`config.mk`:
```
export PLATFORM = sky130hd
export DESIGN_NAME = lfb_fill_buffer
export DESIGN_NICKNAME = d
export VERILOG_FILES = /design/src/rtl/lfb_pkg.sv /design/src/rtl/lfb_mask.sv /design/src/rtl/lfb_words.sv /design/src/rtl/lfb_fill_buffer.sv
export SDC_FILE = /design/constraint.sdc
export NUM_CORES = 1
export LEC_CHECK = 0
export ABC_AREA = 0
export BUFFER_PORTS_ARGS = -buffer_cell sky130_fd_sc_hd__buf_2
export CORE_MARGIN = 4
export CORE_UTILIZATION = 44
export CTS_CLUSTER_SIZE = 14
export DETAILED_ROUTE_END_ITERATION = 8
export PLACE_DENSITY = 0.73
export SLEW_MARGIN = 30
export SYNTH_ARGS = -nofsm -noshare
export SYNTH_HDL_FRONTEND = slang
export SYNTH_SLANG_ARGS = --single-unit
```
`constraint.sdc`:
```
create_clock -name clk -period 2.9 [get_ports clk]
set_input_delay 0 -clock clk [delete_from_list [all_inputs] [get_ports clk]]
set_output_delay 0 -clock clk [all_outputs]
set_load 0.05 [all_outputs]
```
`src/rtl/lfb_pkg.sv`:
```
package lfb_pkg;

    typedef enum logic [1:0] {
        ST_IDLE   = 2'd0,
        ST_FILL   = 2'd1,
        ST_COMMIT = 2'd2
    } lfb_state_e;

endpackage

```
`src/rtl/lfb_mask.sv`:
```
module lfb_mask #(
    parameter int BEATS = 4,
    parameter int IDX_W = 2
) (
    input  logic             clk,
    input  logic             rst_n,
    input  logic             clr,
    input  logic             set_en,
    input  logic [IDX_W-1:0] set_idx,
    output logic [BEATS-1:0] mask_q,
    output logic             full_next
);

    logic [BEATS-1:0] set_vec;

    always_comb begin
        set_vec = '0;
        if (set_en) begin
            set_vec[set_idx] = 1'b1;
        end
        full_next = &(mask_q | set_vec);
    end

    always_ff @(posedge clk or negedge rst_n) begin
        if (!rst_n) begin
            mask_q <= '0;
        end else if (clr) begin
            mask_q <= '0;
        end else begin
            mask_q <= mask_q | set_vec;
        end
    end

endmodule

```
`src/rtl/lfb_words.sv`:
```
module lfb_words #(
    parameter int WORD_W = 32,
    parameter int BEATS  = 4,
    parameter int IDX_W  = 2
) (
    input  logic                    clk,
    input  logic                    rst_n,
    input  logic                    wr_en,
    input  logic [IDX_W-1:0]        wr_idx,
    input  logic [WORD_W-1:0]       wr_data,
    input  logic [IDX_W-1:0]        rd_idx,
    output logic [WORD_W-1:0]       rd_data,
    output logic [WORD_W*BEATS-1:0] line
);

    logic [WORD_W-1:0] slot_q [BEATS];

    for (genvar g = 0; g < BEATS; g++) begin : g_slot
        always_ff @(posedge clk or negedge rst_n) begin
            if (!rst_n) begin
                slot_q[g] <= '0;
            end else if (wr_en && (wr_idx == IDX_W'(g))) begin
                slot_q[g] <= wr_data;
            end
        end
        assign line[g*WORD_W +: WORD_W] = slot_q[g];
    end

    assign rd_data = slot_q[rd_idx];

endmodule

```
`src/rtl/lfb_fill_buffer.sv`:
```
module lfb_fill_buffer
    import lfb_pkg::*;
#(
    parameter int WORD_W      = 32,
    parameter int BEATS       = 4,
    parameter int LINE_ADDR_W = 28,
    parameter int SET_W       = 8,
    localparam int IDX_W      = $clog2(BEATS),
    localparam int TAG_W      = LINE_ADDR_W - SET_W,
    localparam int LINE_W     = WORD_W * BEATS
) (
    input  logic                       clk,
    input  logic                       rst_n,
    input  logic                       req_valid,
    output logic                       req_ready,
    input  logic [LINE_ADDR_W-1:0]     req_line,
    input  logic                       beat_valid,
    input  logic [IDX_W-1:0]           beat_idx,
    input  logic [WORD_W-1:0]          beat_data,
    input  logic [LINE_ADDR_W+IDX_W-1:0] lk_addr,
    output logic                       lk_hit,
    output logic [WORD_W-1:0]          lk_data,
    output logic                       done_valid,
    output logic [TAG_W-1:0]           done_tag,
    output logic [SET_W-1:0]           done_set,
    output logic [LINE_W-1:0]          done_line
);

    lfb_state_e             state_q, state_d;
    logic [LINE_ADDR_W-1:0] line_q;
    logic [BEATS-1:0]       mask_q;
    logic                   full_next;
    logic                   start;
    logic                   beat_take;
    logic [WORD_W-1:0]      rd_word;
    logic [IDX_W-1:0]       lk_idx;
    logic [LINE_ADDR_W-1:0] lk_line;

    assign lk_idx  = lk_addr[IDX_W-1:0];
    assign lk_line = lk_addr[LINE_ADDR_W+IDX_W-1:IDX_W];

    // Next-state logic
    always_comb begin
        state_d = state_q;
        unique case (state_q)
            ST_IDLE:   if (req_valid) state_d = ST_FILL;
            ST_FILL:   if (beat_valid && full_next) state_d = ST_COMMIT;
            ST_COMMIT: state_d = ST_IDLE;
            default:   state_d = ST_IDLE;
        endcase
    end

    // State register
    always_ff @(posedge clk or negedge rst_n) begin
        if (!rst_n) begin
            state_q <= ST_IDLE;
        end else begin
            state_q <= state_d;
        end
    end

    // Outputs decoded from the state
    always_comb begin
        req_ready  = 1'b0;
        done_valid = 1'b0;
        beat_take  = 1'b0;
        unique case (state_q)
            ST_IDLE:   req_ready  = 1'b1;
            ST_FILL:   beat_take  = beat_valid;
            ST_COMMIT: done_valid = 1'b1;
            default:   req_ready  = 1'b0;
        endcase
        start = req_ready && req_valid;
    end

    always_ff @(posedge clk or negedge rst_n) begin
        if (!rst_n) begin
            line_q <= '0;
        end else if (start) begin
            line_q <= req_line;
        end
    end

    lfb_mask #(
        .BEATS (BEATS),
        .IDX_W (IDX_W)
    ) mask_i (
        .clk       (clk),
        .rst_n     (rst_n),
        .clr       (start),
        .set_en    (beat_take),
        .set_idx   (beat_idx),
        .mask_q    (mask_q),
        .full_next (full_next)
    );

    lfb_words #(
        .WORD_W (WORD_W),
        .BEATS  (BEATS),
        .IDX_W  (IDX_W)
    ) words_i (
        .clk     (clk),
        .rst_n   (rst_n),
        .wr_en   (beat_take),
        .wr_idx  (beat_idx),
        .wr_data (beat_data),
        .rd_idx  (lk_idx),
        .rd_data (rd_word),
        .line    (done_line)
    );

    // Lookup against the pending line
    always_comb begin
        lk_hit  = (state_q != ST_IDLE) && (lk_line == line_q) && mask_q[lk_idx];
        lk_data = lk_hit ? rd_word : '0;
    end

    assign done_tag = line_q[LINE_ADDR_W-1:SET_W];
    assign done_set = line_q[SET_W-1:0];

endmodule

```
==> flow_summary_export.csv, run 1 <==
group,metric,value,unit
job,drv_cap,0,
final_layout,finish.utilization,62.2,%
grt,grt_pass1_vias,6504,
placed_design,port_buffers,286,
setup_path,critical_path_buf_inv_count,3,
cts,clk_path_buf_depth,2,
cts,path_clk_slew,0.06,ns
yosys,yosys_warnings,0,
setup_path,r2r_start,"state_q[0]$_DFFE_PN0P_",
grt,antenna_found_initial,0,
timing,period_share,87.7,%
grt,use_met2,40.3,%
yosys,ys_types,37,
floorplan,die_area,19700,µm²
grt,grt_usage,22.9,%
floorplan,initial_core_util,44.8,%
final_layout,area_growth,39.1,%
floorplan,core,17200,µm²
grt,grtUsageMet1,27.0,%
outcome,status,"finished clean",
route,vias_per_cell,5.41,
timing,rsz0062_at_grt,"no",
yosys,ys.flop_type,"dfrtp_1",
floorplan,fp-row-count,48,
final_layout,ff_latch_area,4050,µm²
yosys,netlist_area,7710,µm²
final_layout,fin_nets,944,
route,drt_iter0_markers,171,
cts,clockRootBuffer,"clkbuf_16",
timing,max_freq,393,MHz
pwr,power_density,1340,nW/µm²
cts,cts_sinks,162,
floorplan,io_pins,287,
placed_design,placed_area,9460,µm²
timing,finClkSkew,0.00771,ns
hold_path,hp-class,"primary input to asynchronous set/reset pin",
setup_path,reg2regPathDepth,6,
cts,clk_latency,0.42,ns
final_layout,diodes,0,
yosys,synthesis.nets,592,
placed_design,gp_congestion,0.954,
grt,busiest_layer,"met2",
grt,grt_overflow,0,
setup_path,cpPeakStageDelay,0.54,ns
setup_path,crit_chain,"inv_1, o22ai_1, a221oi_1, nand4b_4, buf_4, nor4b_1, buf_2",
setup_path,worstSetupPathType,"flip-flop to primary output",
grt,grtUsageMet3,5.36,%
setup_path,rr_endpoint,"state_q[0]$_DFFE_PN0P_",
final_layout,nFillCells,1292,
final_layout,layout.cells.most_common,"buf_2",
yosys,synth_top_cell_by_area,"dfrtp_1",
route,drc,0,
cts,holdBufCountCts,64,
yosys,yosys-top-cells-area,"dfrtp_1, mux2_2, mux4_2, nor4b_2, xor2_1",
timing,setup_viol,0,
timing,fin_crit,2.54,ns
setup_path,cp_top_family,"buffers and inverters",
cts,cts_setup_buffers,0,
final_layout,final_area,10700,µm²
final_layout,drive_gt1_share,64.9,%
placed_design,dp_slack,0.788,ns
setup_path,crit_path_max_fanout,16,
yosys,ys_seq_area_share,52.6,%
timing,setup_ws,0.356,ns
grt,grt_pass1_wl,35400,µm
timing,hold_violations,0,
timing,tightest_slew,0.715,ns
final_layout,final_cell_mix,"buf_2, dfrtp_1, mux2_2",
yosys,ys_ff_latch,162,
setup_path,endpoint_kind,"primary output",
pwr,ir_worst_vdd,0.816,mV
setup_path,arrival,2.54,ns
cts,ctsResizeCount,0,
yosys,yosysTopAreaCellShare,52.6,%
floorplan,die_x,140,µm
floorplan,die_y,140,µm
route,firstDrtPassIters,4,
route,via_count,5879,
yosys,postSynthAreaPerCell,15.6,µm²
placed_design,post-dp-hpwl,15900,µm
cts,h-tree-depth,4,
setup_path,worst_path_max_delay_cell,"a221oi_1",
pwr,p_leak,4.86,nW
timing,max-slew-margin-rel,52.4,%
setup_path,cp.required,2.90,ns
setup_path,cp-start-kind,"flip-flop",
final_layout,multi_input_area,3460,µm²
cts,cts_made_buffers,17,
pwr,finalPower,14.4,mW
yosys,synthCells,496,
yosys,synthArstFlopShare,100,%
yosys,synth_edf_count,0,
timing,hold_ws,0.195,ns
grt,grt_max_degree,73,
route,routed_wl,22300,µm
cts,cts_tree,"built",
timing,drv_slew,0,
route,wl_per_cell,20.6,µm
setup_path,ff2ff_setup_slack,0.58,ns
route,ant_nets,0,
## worst reg2reg max path, delay by kind of cell, from the launching register on
family / cells / cell delay [ns]
compound gates: 3 / 0.58
simple gates: 2 / 0.67
buf+inv: 1 / 0.56
flops: 1 / 0.44
## per-stage QoR
step,cells,TNS (ns)
floorplan,496,-0.430
global placement,990,0
detailed placement,990,0
CTS,1086,0
global route,1086,0
finish,1086,0
## cells by family (layout without fill, tap and decap cells)
group | after synthesis | in the layout | synth area share (%)
AND/OR/NAND/NOR | 66 | 66 | 8.82
multiplexers | 185 | 185 | 31.8
XOR/XNOR | 18 | 18 | 2.04
buffers and inverters | 45 | 410 | 2.90
AO/OA/AOI/OAI | 20 | 20 | 1.85
flip-flops | 162 | 162 | 52.6
## where the power goes
group          leakage (nW)  internal [mW]  total [mW]  switching (mW)
Combinational          2.65           2.34        7.72            5.38
Clock                 0.299           1.43        2.33           0.899
Sequential             1.91           3.41        4.35           0.935
## cell type report
type / count / share of cell area [%]
flip-flops and latches: 162 / 37.8
multi-input cells: 289 / 32.2
repair buffers: 367 / 21.1
clock buffers: 21 / 4.38
well taps: 225 / 2.62
clock inverters: 11 / 1.43
inverters: 11 / 0.385
## how the worst max path moves through the flow
stage / startpoint / to / slack [ns] / depth (start not counted)
after CTS: line_q[23]$_DFFE_PN0P_ / lk_data[22] / 0.32 / 7
after detailed placement: line_q[23]$_DFFE_PN0P_ / lk_data[22] / 0.79 / 7
after floorplan: line_q[27]$_DFFE_PN0P_ / lk_data[0] / -0.16 / 5
after global routing: line_q[23]$_DFFE_PN0P_ / lk_data[5] / 0.18 / 7
final: line_q[23]$_DFFE_PN0P_ / lk_data[0] / 0.36 / 7
after global placement: line_q[13]$_DFFE_PN0P_ / lk_data[22] / 0.79 / 7
## layer usage
metal / share of wire [%] / vias up
li1: - / 2571
met1: 38 / 3016
met2: 52 / 239
met3: 6.3 / 53
met4: 3.0 / 0
met5: 0 / -
## flip-flops by register name, summed over array words and instances, names as in the netlist
signal,flops
words_i.line,128
line_q,28
mask_i.mask_q,4
state_q,2
## synth_stat cells (5+ instances only)
| cell | instances |
|---|---|
| mux2_2 | 152 |
| nor2_1 | 6 |
| nor4b_2 | 30 |
| nand2_1 | 7 |
| mux4_2 | 33 |
| o21ai_0 | 5 |
| xor2_1 | 18 |
| dfrtp_1 | 162 |
| inv_1 | 11 |
| clkbuf_1 | 5 |
| buf_2 | 23 |
(Power assumes the default switching activity.)
==> inputs of run 2 (changes only) <==
PLACE_DENSITY = 0.72   (was 0.73)
SYNTH_HIERARCHICAL = 1   (was default)
==> run 2 against run 1 <==
Clock skew about the same. Area after synthesis up 2.4%. Worst hold slack worse by 0.078 ns. First-iteration DRC count up 13%. Global-route usage up 0.61 points. Worst setup slack better by 0.075 ns. Total power down 1.0%. Sequential power about the same. Critical path type unchanged. Register-to-register slack better by 0.22 ns. Clock-buffer cell count up 1. Routed wire length up 3.7%. Critical path depth down 1.
==> flow_summary_export.csv, run 2 <==
group,metric,value,unit
setup_path,critical_path_buf_inv_count,2,
yosys,yosys_warnings,6,
cts,path_clk_slew,0.06,ns
setup_path,cpPeakStageDelay,0.41,ns
hold_path,hp-class,"primary input to flip-flop",
final_layout,nFillCells,1391,
grt,grt_pass1_wl,36700,µm
route,vias_per_cell,5.33,
job,drv_cap,0,
floorplan,initial_core_util,45.3,%
route,drt_iter0_markers,194,
outcome,status,"finished clean",
cts,cts_sinks,162,
final_layout,ff_latch_area,4050,µm²
floorplan,die_x,142,µm
route,via_count,5974,
route,ant_nets,0,
route,firstDrtPassIters,4,
floorplan,fp-row-count,48,
route,wl_per_cell,20.7,µm
final_layout,largest_reg_flops,128,
yosys,netlist_area,7900,µm²
cts,h-tree-depth,4,
placed_design,gp_congestion,0.819,
yosys,yosysTopAreaCellShare,51.3,%
yosys,synthesis.nets,624,
yosys,synthCells,528,
floorplan,die_area,20200,µm²
setup_path,cp_top_family,"simple AND/OR/NAND/NOR gates",
pwr,power_density,1320,nW/µm²
yosys,synthTopCellsByCount,"dfrtp_1, mux2_2, nand3_1",
setup_path,cp.required,2.90,ns
timing,max_freq,405,MHz
pwr,p_leak,4.82,nW
setup_path,arrival,2.47,ns
yosys,ys_seq_area_share,51.3,%
setup_path,crit_chain,"xor2_1, nor4_1, nand4b_1, buf_4, nor4_2, buf_2",
placed_design,dpl.cell_count,1023,
setup_path,worstSetupPathType,"flip-flop to primary output",
timing,tightest_slew,0.772,ns
yosys,synth_edf_count,0,
floorplan,core,17400,µm²
final_layout,drive_gt1_share,62.8,%
floorplan,die_y,142,µm
placed_design,port_buffers,286,
grt,grt_max_degree,81,
timing,finClkSkew,0.00782,ns
final_layout,multi_input_area,3590,µm²
grt,antenna_found_initial,1,
cts,clk_path_buf_depth,2,
setup_path,cp-start-kind,"flip-flop",
yosys,synth_top_cell_by_area,"dfrtp_1",
yosys,synthArstFlopShare,100,%
route,routed_wl,23100,µm
timing,max-slew-margin-rel,48.5,%
timing,hold_violations,0,
final_layout,final_cell_mix,"buf_2, dfrtp_1, mux2_2",
timing,period_share,85.1,%
cts,cts_made_buffers,17,
placed_design,post-dp-hpwl,15900,µm
yosys,postSynthAreaPerCell,15.0,µm²
grt,grt_pass1_vias,6497,
cts,cts_tree,"built",
setup_path,crit_path_max_fanout,33,
yosys,ys_types,38,
timing,setup_viol,0,
yosys,yosysMostFrequentCell,"dfrtp_1",
setup_path,endpoint_kind,"primary output",
final_layout,area_growth,36.5,%
timing,drv_slew,0,
setup_path,worst_path_max_delay_cell,"dfrtp_1",
final_layout,layout.cells.most_common,"buf_2",
floorplan,io_pins,287,
pwr,ir_worst_vdd,0.969,mV
timing,rsz0062_at_grt,"no",
cts,clk_latency,0.42,ns
timing,setup_tns,0,ns
yosys,yosys-top-cells-area,"dfrtp_1, mux2_2, mux4_2, nor4_2, nand3_1",
grt,grt_usage,23.5,%
final_layout,final_cells,1120,
yosys,ys_ff_latch,162,
cts,ctsResizeCount,0,
timing,fin_crit,2.47,ns
cts,clockRootBuffer,"clkbuf_16",
final_layout,fin_nets,978,
grt,grt_overflow,0,
yosys,ys.flop_type,"dfrtp_1",
route,drc,0,
==> run 2: cell types whose count changed after synthesis, moves of 5 or more <==
cell and delta:
inv_1 -5, nor4b_2 -30, bufbuf_8 +6, nand3_1 +31, nor4_2 +29, buf_4 +5
==> run 2: what timing repair did <==
action | 4_1_cts | 5_1_grt
hold buffers | 65 | 0
endpoints found under the hold margin | 239 | 0
setup buffers | 0 | 0
==> run 2: path summary, 6_finish.rpt <==
| kind | start | to | slack [ns] | depth (start not counted) |
|---|---|---|---|---|
| worst max-delay path | line_q[11]$_DFFE_PN0P_ | lk_data[18] | 0.43 | 6 |
| worst min-delay path | req_valid | line_q[0]$_DFFE_PN0P_ | 0.12 | 4 |
| worst max register to register | state_q[1]$_DFFE_PN0P_ | state_q[0]$_DFFE_PN0P_ | 0.80 | 6 |
| worst min register to register | words_i/line[24]$_DFFE_PN0P_ | words_i/line[24]$_DFFE_PN0P_ | 0.52 | 1 |
| max in group asynchronous | rst_n | words_i/line[10]$_DFFE_PN0P_ | 1.82 | 3 |
| min in group asynchronous | rst_n | words_i/line[30]$_DFFE_PN0P_ | 0.22 | 2 |
==> run 2: final cells by class <==
cell class | count | area share [%]
Multi-Input combinational cell | 322 | 33.3
Antenna cell | 1 | 0.0232
Inverter | 6 | 0.209
Clock buffer | 22 | 4.21
Clock inverter | 9 | 0.987
Tap cell | 225 | 2.61
Timing Repair Buffer | 373 | 21.0
Sequential cell | 162 | 37.6
==> run 2: cells by family after synthesis <==
kind of cell	count (synthesis)	synth area share, %
flip-flops	162	51.3
buffers and inverters	44	3.82
XOR/XNOR	21	2.33
AO/OA/AOI/OAI	14	1.33
AND/OR/NAND/NOR	98	9.49
multiplexers	189	31.7
==> run 2: worst min-delay path, stage by stage <==
cell,delay [ns]
buf_2,0.10
and2_1,0.21
nand2_1,0.09
o21ai_0,0.07
==> run 2: per-layer routing <==
layer  vias to the layer above  GRT usage [%]  routed length [µm]
li1                       2705              -                   -
met1                      3021           29.8                9530
met2                       212           39.5               11800
met3                        36           5.61                1380
met4                         0           8.69                 462
met5                         -              0                   0
==> run 2: report_power, final <==
group          internal, mW  leakage [nW]  switching (mW)
registers              3.42          1.91           0.912
clock network          1.28         0.266           0.892
logic                  2.29          2.65            5.45
==> run 2: through the flow <==
stage / hold WS [ns] / utilization, % / power, mW / instance area, µm² / worst slack [ns]
2_1_floorplan: -0.296 / - / 10.1 / 7920 / 0.257
3_3_place_gp: 0.106 / 54.9 / 11.9 / 9560 / 0.898
3_5_place_dp: 0.106 / 54.9 / 12.0 / 9560 / 0.866
4_1_cts: 0.0808 / 61.9 / 14.3 / 10800 / 0.403
5_1_grt: 0.148 / 61.9 / 14.9 / 10800 / 0.279
6_report: 0.117 / 61.9 / 14.2 / 10800 / 0.431
